**src/rtl/flash_hq_pkg.sv**
```systemverilog
package flash_hq_pkg;
   typedef enum logic [1:0] {
      ROLE_DATA  = 2'd0,
      ROLE_HOLD  = 2'd1,
      ROLE_RESET = 2'd2
   } pin_role_e;

   function automatic pin_role_e decode_role(input logic qe, input logic rst_sel);
      if (qe)           return ROLE_DATA;
      else if (rst_sel) return ROLE_RESET;
      else              return ROLE_HOLD;
   endfunction
endpackage

```
**src/rtl/fhq_sync.sv**
```systemverilog
module fhq_sync #(
   parameter int          WIDTH   = 1,
   parameter int          STAGES  = 2,
   parameter logic [WIDTH-1:0] RST_VAL = '0
) (
   input  logic             clk,
   input  logic             rst_n,
   input  logic [WIDTH-1:0] d,
   output logic [WIDTH-1:0] q
);
   if (STAGES < 0) begin : g_bad_stages
      $error("fhq_sync: STAGES must not be negative");
   end

   if (STAGES == 0) begin : g_direct
      assign q = d;
   end else begin : g_chain
      logic [WIDTH-1:0] chain [STAGES];
      always_ff @(posedge clk or negedge rst_n) begin
         if (!rst_n) begin
            for (int i = 0; i < STAGES; i++) chain[i] <= RST_VAL;
         end else begin
            chain[0] <= d;
            for (int i = 1; i < STAGES; i++) chain[i] <= chain[i-1];
         end
      end
      assign q = chain[STAGES-1];
   end
endmodule

```
**src/rtl/fhq_hold_fsm.sv**
```systemverilog
module fhq_hold_fsm (
   input  logic clk,
   input  logic rst_n,
   input  logic cs_s,
   input  logic sck_s,
   input  logic pin_s,
   input  logic hold_role,
   output logic hold_q,
   output logic abort_q
);
   logic enter, leave;

   always_comb begin
      enter = !hold_q && hold_role && !pin_s && !sck_s;
      leave =  hold_q && (pin_s || !hold_role) && !sck_s;
   end

   always_ff @(posedge clk or negedge rst_n) begin
      if (!rst_n) begin
         hold_q  <= 1'b0;
         abort_q <= 1'b0;
      end else begin
         abort_q <= hold_q && cs_s;
         if (cs_s)       hold_q <= 1'b0;
         else if (enter) hold_q <= 1'b1;
         else if (leave) hold_q <= 1'b0;
      end
   end
endmodule

```
**src/rtl/fhq_rst_filter.sv**
```systemverilog
module fhq_rst_filter #(
   parameter int RST_MIN = 4
) (
   input  logic clk,
   input  logic rst_n,
   input  logic pin_s,
   input  logic reset_role,
   output logic pulse_q
);
   localparam int CW = $clog2(RST_MIN + 1);
   localparam logic [CW-1:0] FIRE = CW'(RST_MIN - 1);
   localparam logic [CW-1:0] SAT  = CW'(RST_MIN);

   if (RST_MIN < 2) begin : g_bad_min
      $error("fhq_rst_filter: RST_MIN must be at least 2");
   end

   logic          low;
   logic [CW-1:0] run_cnt;

   assign low = reset_role && !pin_s;

   always_ff @(posedge clk or negedge rst_n) begin
      if (!rst_n) begin
         run_cnt <= '0;
         pulse_q <= 1'b0;
      end else begin
         pulse_q <= low && (run_cnt == FIRE);
         if (!low)                run_cnt <= '0;
         else if (run_cnt != SAT) run_cnt <= run_cnt + 1'b1;
      end
   end
endmodule

```
**src/rtl/flash_hold_qual.sv**
```systemverilog
module flash_hold_qual
   import flash_hq_pkg::*;
#(
   parameter int SYNC_STAGES = 2,
   parameter int RST_MIN     = 4
) (
   input  logic clk,
   input  logic rst_n,
   input  logic cs_n,
   input  logic sck,
   input  logic pin_in,
   input  logic quad_en,
   input  logic pin_is_reset,
   input  logic busy,
   output logic hold_active,
   output logic shift_en,
   output logic so_hiz,
   output logic rst_pulse,
   output logic xfer_abort,
   output logic eng_step_en
);
   localparam logic [2:0] IDLE_LEVELS = 3'b101;

   logic [2:0] sync_q;
   logic       cs_s, sck_s, pin_s;
   pin_role_e  role;
   logic       hold_q, abort_q, pulse_q;

   fhq_sync #(.WIDTH(3), .STAGES(SYNC_STAGES), .RST_VAL(IDLE_LEVELS)) u_sync (
      .clk   (clk),
      .rst_n (rst_n),
      .d     ({cs_n, sck, pin_in}),
      .q     (sync_q)
   );

   assign {cs_s, sck_s, pin_s} = sync_q;
   assign role = decode_role(quad_en, pin_is_reset);

   fhq_hold_fsm u_hold (
      .clk       (clk),
      .rst_n     (rst_n),
      .cs_s      (cs_s),
      .sck_s     (sck_s),
      .pin_s     (pin_s),
      .hold_role (role == ROLE_HOLD),
      .hold_q    (hold_q),
      .abort_q   (abort_q)
   );

   fhq_rst_filter #(.RST_MIN(RST_MIN)) u_rstf (
      .clk        (clk),
      .rst_n      (rst_n),
      .pin_s      (pin_s),
      .reset_role (role == ROLE_RESET),
      .pulse_q    (pulse_q)
   );

   assign hold_active = hold_q;
   assign shift_en    = !cs_s && !hold_q;
   assign so_hiz      = cs_s || hold_q;
   assign rst_pulse   = pulse_q;
   assign xfer_abort  = abort_q;
   assign eng_step_en = busy;
endmodule

```
**config.mk**
```make
export PLATFORM = sky130hd
export DESIGN_NAME = flash_hold_qual
export DESIGN_NICKNAME = d
export VERILOG_FILES = /design/src/rtl/flash_hq_pkg.sv /design/src/rtl/fhq_sync.sv /design/src/rtl/fhq_hold_fsm.sv /design/src/rtl/fhq_rst_filter.sv /design/src/rtl/flash_hold_qual.sv
export SDC_FILE = /design/constraint.sdc
export NUM_CORES = 1
export LEC_CHECK = 0
export ABC_AREA = 1
export BUFFER_PORTS_ARGS = -buffer_cell sky130_fd_sc_hd__buf_4
export CORE_AREA = 5 5 42 44
export DETAILED_ROUTE_END_ITERATION = 10
export DIE_AREA = 0 0 47 49
export PLACE_DENSITY = 0.62
export SLEW_MARGIN = 30
export SYNTH_ARGS = -nofsm -noshare
export SYNTH_HDL_FRONTEND = slang
export SYNTH_HIERARCHICAL = 1
export SYNTH_SLANG_ARGS = --single-unit
```
**constraint.sdc**
```tcl
create_clock -name clk -period 1.2 [get_ports clk]
set_input_delay 0.24 -clock clk [delete_from_list [all_inputs] [get_ports clk]]
set_output_delay 0.24 -clock clk [all_outputs]
set_load 0.01 [all_outputs]
```
### After elaboration in Yosys (flattened, before gate mapping)

Cells that the tools add are included.

* $add $sub $neg: 1
* equal/unequal tests: 5
* mux-type cells: 7
* reduce and logical (&&, ||, !) cells: 17

Operators with widths (count)
* $logic_and A1 B1 Y1: 9
* $mux W3: 2
* $logic_not A1 Y1: 5
* $mux W2: 2
* $add A3 B1 Y3 const B: 1
* $eq A3 B2 Y1 const B: 1
* $mux W1: 3
* $ne A3 B3 Y1 const B: 1
* $reduce_bool A3 Y1: 1
* $eq A2 B1 Y1 const B: 1
* $eq A2 B2 Y1 const B: 1
* $logic_or A1 B1 Y1: 2
* $ne A2 B2 Y1 const B: 1

* register bits after elaboration: 12
* input port bits: 8
* output and inout port bits: 6

### Depth between registers and ports, before layout

* word-level depth: 10
* mapped depth: 6
* mapped depth without buffers: 6

### Cells and area by module

Netlist, hierarchy kept.

By module, submodules not included
* fhq_rst_filter: instances 1, cells each 26, area an instance 229.0 µm², seq. area each 100.1 µm²
* fhq_sync: instances 1, cells each 9, area an instance 177.7 µm², seq. area each 155.1 µm²
* fhq_hold_fsm: instances 1, cells each 11, area an instance 85.1 µm², seq. area each 50.0 µm²
* flash_hold_qual: instances 1, cells each 8, area an instance 36.3 µm², seq. area each 0.0 µm²

### Worst setup path before layout

Ideal clock, no wire load.

* kind: register -> register
* start: register u_rstf.run_cnt[0]
* end: register u_rstf.run_cnt[2]
* setup time: 73 ps
* data arrival time: 972 ps
* slack: 155 ps
* stages on the path, launching flop included: 4
* buffers on the path: 0
* clock period less this slack: 1045 ps
* path through: dfrtp_1 ha_1 ha_1 a21oi_2

* longest elaborated chain between the ends: 3
* elaborated cells between the ends (all ways): 5

RTL lines
* start, declared: line fhq_rst_filter.sv:19 `logic [CW-1:0] run_cnt;`
* start signal, assigned: line fhq_rst_filter.sv:30 `else if (run_cnt != SAT) run_cnt <= run_cnt + 1'b1;`
* $add A3 B1 Y3: line fhq_rst_filter.sv:30
* $mux W3: line fhq_rst_filter.sv:30
* $mux W3: line fhq_rst_filter.sv:29 `if (!low) run_cnt <= '0;`

Parallel ways exist; a longest one is shown, timed or not. The select of a mux whose other input is x is not followed.
A chain may end at the register's enable or synchronous reset.

### Worst setup path after layout

* start: register u_sync.g_chain.chain (netlist bit u_sync/q[2])
* end: output port shift_en

* longest elaborated chain between the ends: 2

RTL lines
* start, declared: line fhq_sync.sv:18 `logic [WIDTH-1:0] chain [STAGES];`
* $logic_not A1 Y1: line flash_hold_qual.sv:59 `assign shift_en = !cs_s && !hold_q;`
* $logic_and A1 B1 Y1: line flash_hold_qual.sv:59
* end, declared: line flash_hold_qual.sv:16 `output logic shift_en,`

Every way passes these cells.

==> impl_metrics.env <==
export IMPL_port_buffers=11
export IMPL_fillCellCount=148
export IMPL_min_period_ns=1.23
export IMPL_violations="setup timing"
export IMPL_fin_crit_sh_pct=102
export IMPL_synth_warnings=6
export IMPL_rrSetupSlack_ns=0.10
export IMPL_status="complete, but fails checks"
export IMPL_maxSlewHeadroom_pct=89.4
export IMPL_min_path_type="input port to flop"
export IMPL_path_class="flop to primary output"
export IMPL_grt_max_degree=13
export IMPL_synth_adder_area_share_pct=7.11
export IMPL_setup_viol=2
export IMPL_synth_top_area_share_pct=37.9
export IMPL_p_clk_share_pct=32.4
export IMPL_drive_gt1_share_pct=40.3
export IMPL_rows=14
export IMPL_ys_seq_elements=12
export IMPL_p_total_uw=750
export IMPL_grt_pass1_vias=342
export IMPL_final_cell_area_sq_um=651
export IMPL_viasPerCell=4.10
export IMPL_powerDensity_mw_per_mm2=1150
export IMPL_clock_latency_ns=0.26
export IMPL_power_frac_comb_pct=9.7
export IMPL_cts_sinks=12
export IMPL_power_sequential_fraction_pct=58.0
export IMPL_holdPathEnd="u_sync/g_chain.chain[3]"
export IMPL_p_leak_uw=0.000349
export IMPL_postSynthCellCount=54
export IMPL_finalMaxSlewViolations=0
export IMPL_r2r_start="u_rstf/run_cnt[0]"
export IMPL_overflow=0
export IMPL_yosys_mux_area_fraction_pct=0
export IMPL_rsz0062_at_grt="true"
export IMPL_final_util_pct=46.4
export IMPL_irDropWorstVdd_mv=0.692
export IMPL_crit_path_start_kind="flop"
export IMPL_worst_setup_path_end_kind="primary output"
export IMPL_ant_nets=0
export IMPL_cts_tree="yes"
export IMPL_initial_core_util_pct=37.7
export IMPL_slowest_delay_ns=0.55
export IMPL_power_share_switching_pct=21.1
export IMPL_die_h_um=49
export IMPL_whs_path_depth=1
export IMPL_numCtsBuffers=3
export IMPL_final_nets=79
export IMPL_final_setup_worst_slack_ns=-0.0293
export IMPL_clk_root_buffer_cell="clkbuf_4"
export IMPL_yosys_area_share_simple_pct=16.1
export IMPL_grt_pass1_wl_um=1320
export IMPL_drc=0
export IMPL_hpwl_um=574
export IMPL_synthXorXnorAreaFrac_pct=0
export IMPL_dp_cells=77
export IMPL_cts_buffer_depth=2
export IMPL_ys_types=13
export IMPL_fmax_mhz=813
export IMPL_gp_congestion=0.651
export IMPL_coreArea_sq_mm=0.00140
export IMPL_htreeDepth=1
export IMPL_synth_seq_area_share_pct=57.8
export IMPL_cp_data_required_time_ns=0.96
export IMPL_hold_viol_final=0
export IMPL_syn_area_per_cell_sq_um=9.78
export IMPL_finish_cell_count_without_fillers=83
export IMPL_dp_slack_ns=0.107
export IMPL_p_switching_uw=158
export IMPL_syn_num_nets=65
export IMPL_synth_area_sq_um=528
export IMPL_vias=340
export IMPL_antenna_found_initial=0
export IMPL_cp_cell_sequence="nor2_1 -> buf_4"
export IMPL_gr_usage_all_layers_pct=7.93
export IMPL_max_slew_worst_pin_slew_ns=0.160
export IMPL_worst_endpoint_arrival_ns=0.99
export IMPL_synth_area_leaders="dfrtp_1, dfstp_2, inv_1"
export IMPL_synth_top_family_by_area="buffers and inverters"
export IMPL_synth_compound_area_share_pct=2.61
export IMPL_path_max_fanout=3
export IMPL_skew_ns=0.00588
export IMPL_crit_slowest_cell="dfstp_2"
export IMPL_power_internal_uw=592
export IMPL_die_x_um=47
export IMPL_boundaryPins=14
export IMPL_drv_cap=0
export IMPL_min_from="pin_in"
export IMPL_die_area_sq_mm=0.00230
export IMPL_timing_rr_end="u_rstf/run_cnt[2]"
export IMPL_placed_cell_area_sq_um=601
export IMPL_clk_pin_slew_worst_paths_ns=0.06
export IMPL_routed_wl_um=724
export IMPL_yosysTopAreaCell="dfrtp_1"
export IMPL_syn2layout_area_growth_pct=23.2
export IMPL_drt_iter0_drc=5
export IMPL_wl_per_cell_um=8.72
export IMPL_drtPass1Iterations=4
export IMPL_r2r_cells=3
export IMPL_antennaDiodeCount=0
[placed cells by master, fill, tap and decap left out, drive strengths merged]
cell,count
inv,15
clkbuf,4
nor2,7
dlygate4sd3,1
ha,3
nand3,2
dfrtp,8
a21oi,2
nand4,1
nand2,8
buf,12
dfstp,4
[worst max path at each step]
stage | startpoint | endpoint | slack, ns | cells past startpoint
2_1_floorplan | u_rstf/run_cnt[0] | u_rstf/run_cnt[2] | 0.16 | 3
3_3_place_gp | u_rstf/run_cnt[0] | u_rstf/run_cnt[2] | 0.15 | 3
3_5_place_dp | u_rstf/run_cnt[0] | u_rstf/run_cnt[2] | 0.11 | 3
4_1_cts | u_sync/q[2] | so_hiz | -0.05 | 3
5_1_grt | u_sync/q[2] | shift_en | -0.08 | 2
6_report | u_sync/q[2] | shift_en | -0.03 | 2
[stage by stage]
step	setup TNS, ns	hold slack [ns]
final	-0.0572	0.0842
after global routing	-0.153	0.0680
after CTS	-0.0828	0.0713
after detailed placement	0	0.0820
after global placement	0	0.0834
after floorplan	0	-0.0556
[power groups by stage]
stage	logic, uW	registers [uW]	clock network, uW
after floorplan	37.9	439	0
after detailed placement	65.2	442	0
final	72.4	435	243
after CTS	72.8	434	257
after global routing	82.9	437	279
after global placement	64.3	441	0
[synth_stat cells]
library cell,instances
nor2_1,4
inv_1,15
ha_1,3
dfstp_2,4
a21oi_1,1
nand2_1,6
a21oi_2,1
nand2_2,2
buf_4,4
dfrtp_1,8
nor2_2,3
nand4_1,1
nand3_1,2
[cell families after synthesis]
kind of cell | Yosys count
buf+inv | 19
compound gates | 2
fa+ha+maj | 3
flops | 12
simple gates | 18
[repair_timing]
item / 4_1_cts / 5_1_grt
buffers inserted: 1 / 0
hold endpoints to repair: 9 / 0
gates resized for setup: 1 / 2
setup endpoints to repair: 2 / 2
pin swaps: 2 / 1
hold buffers: 1 / 0
[registers in the layout (all words and copies together) (netlist names)]
signal	count
u_rstf/run_cnt	3
u_sync/g_chain.chain	3
u_sync/q	3
u_hold/abort_q	1
u_hold/hold_q	1
u_rstf/pulse_q	1
[critical path: cells and delay by family (launching register included)]
| kind | cells | cell delay (ns) |
|---|---|---|
| flops | 1 | 0.55 |
| simple gates | 1 | 0.05 |
| buf+inv | 1 | 0.14 |
[cell type report]
cell class	instances	area [sq um]	share of cell area, %
multi-input cells	23	139	21.3
inverters	15	56.3	8.65
well taps	16	20.0	3.08
repair buffers	13	104	16.0
flip-flops and latches	12	305	46.9
clock buffers	4	26.3	4.04
[metal layers]
| layer | vias to the layer above | track usage [%] | part of all wire [%] |
|---|---|---|---|
| met1 | 155 | 11.5 | 53 |
| met4 | 0 | 6.91 | 0 |
| met5 | - | 0 | 0 |
| met3 | 0 | 1.11 | 2.6 |
| met2 | 7 | 9.73 | 44 |
| li1 | 178 | - | - |
Power figures use the tool's default switching activity.
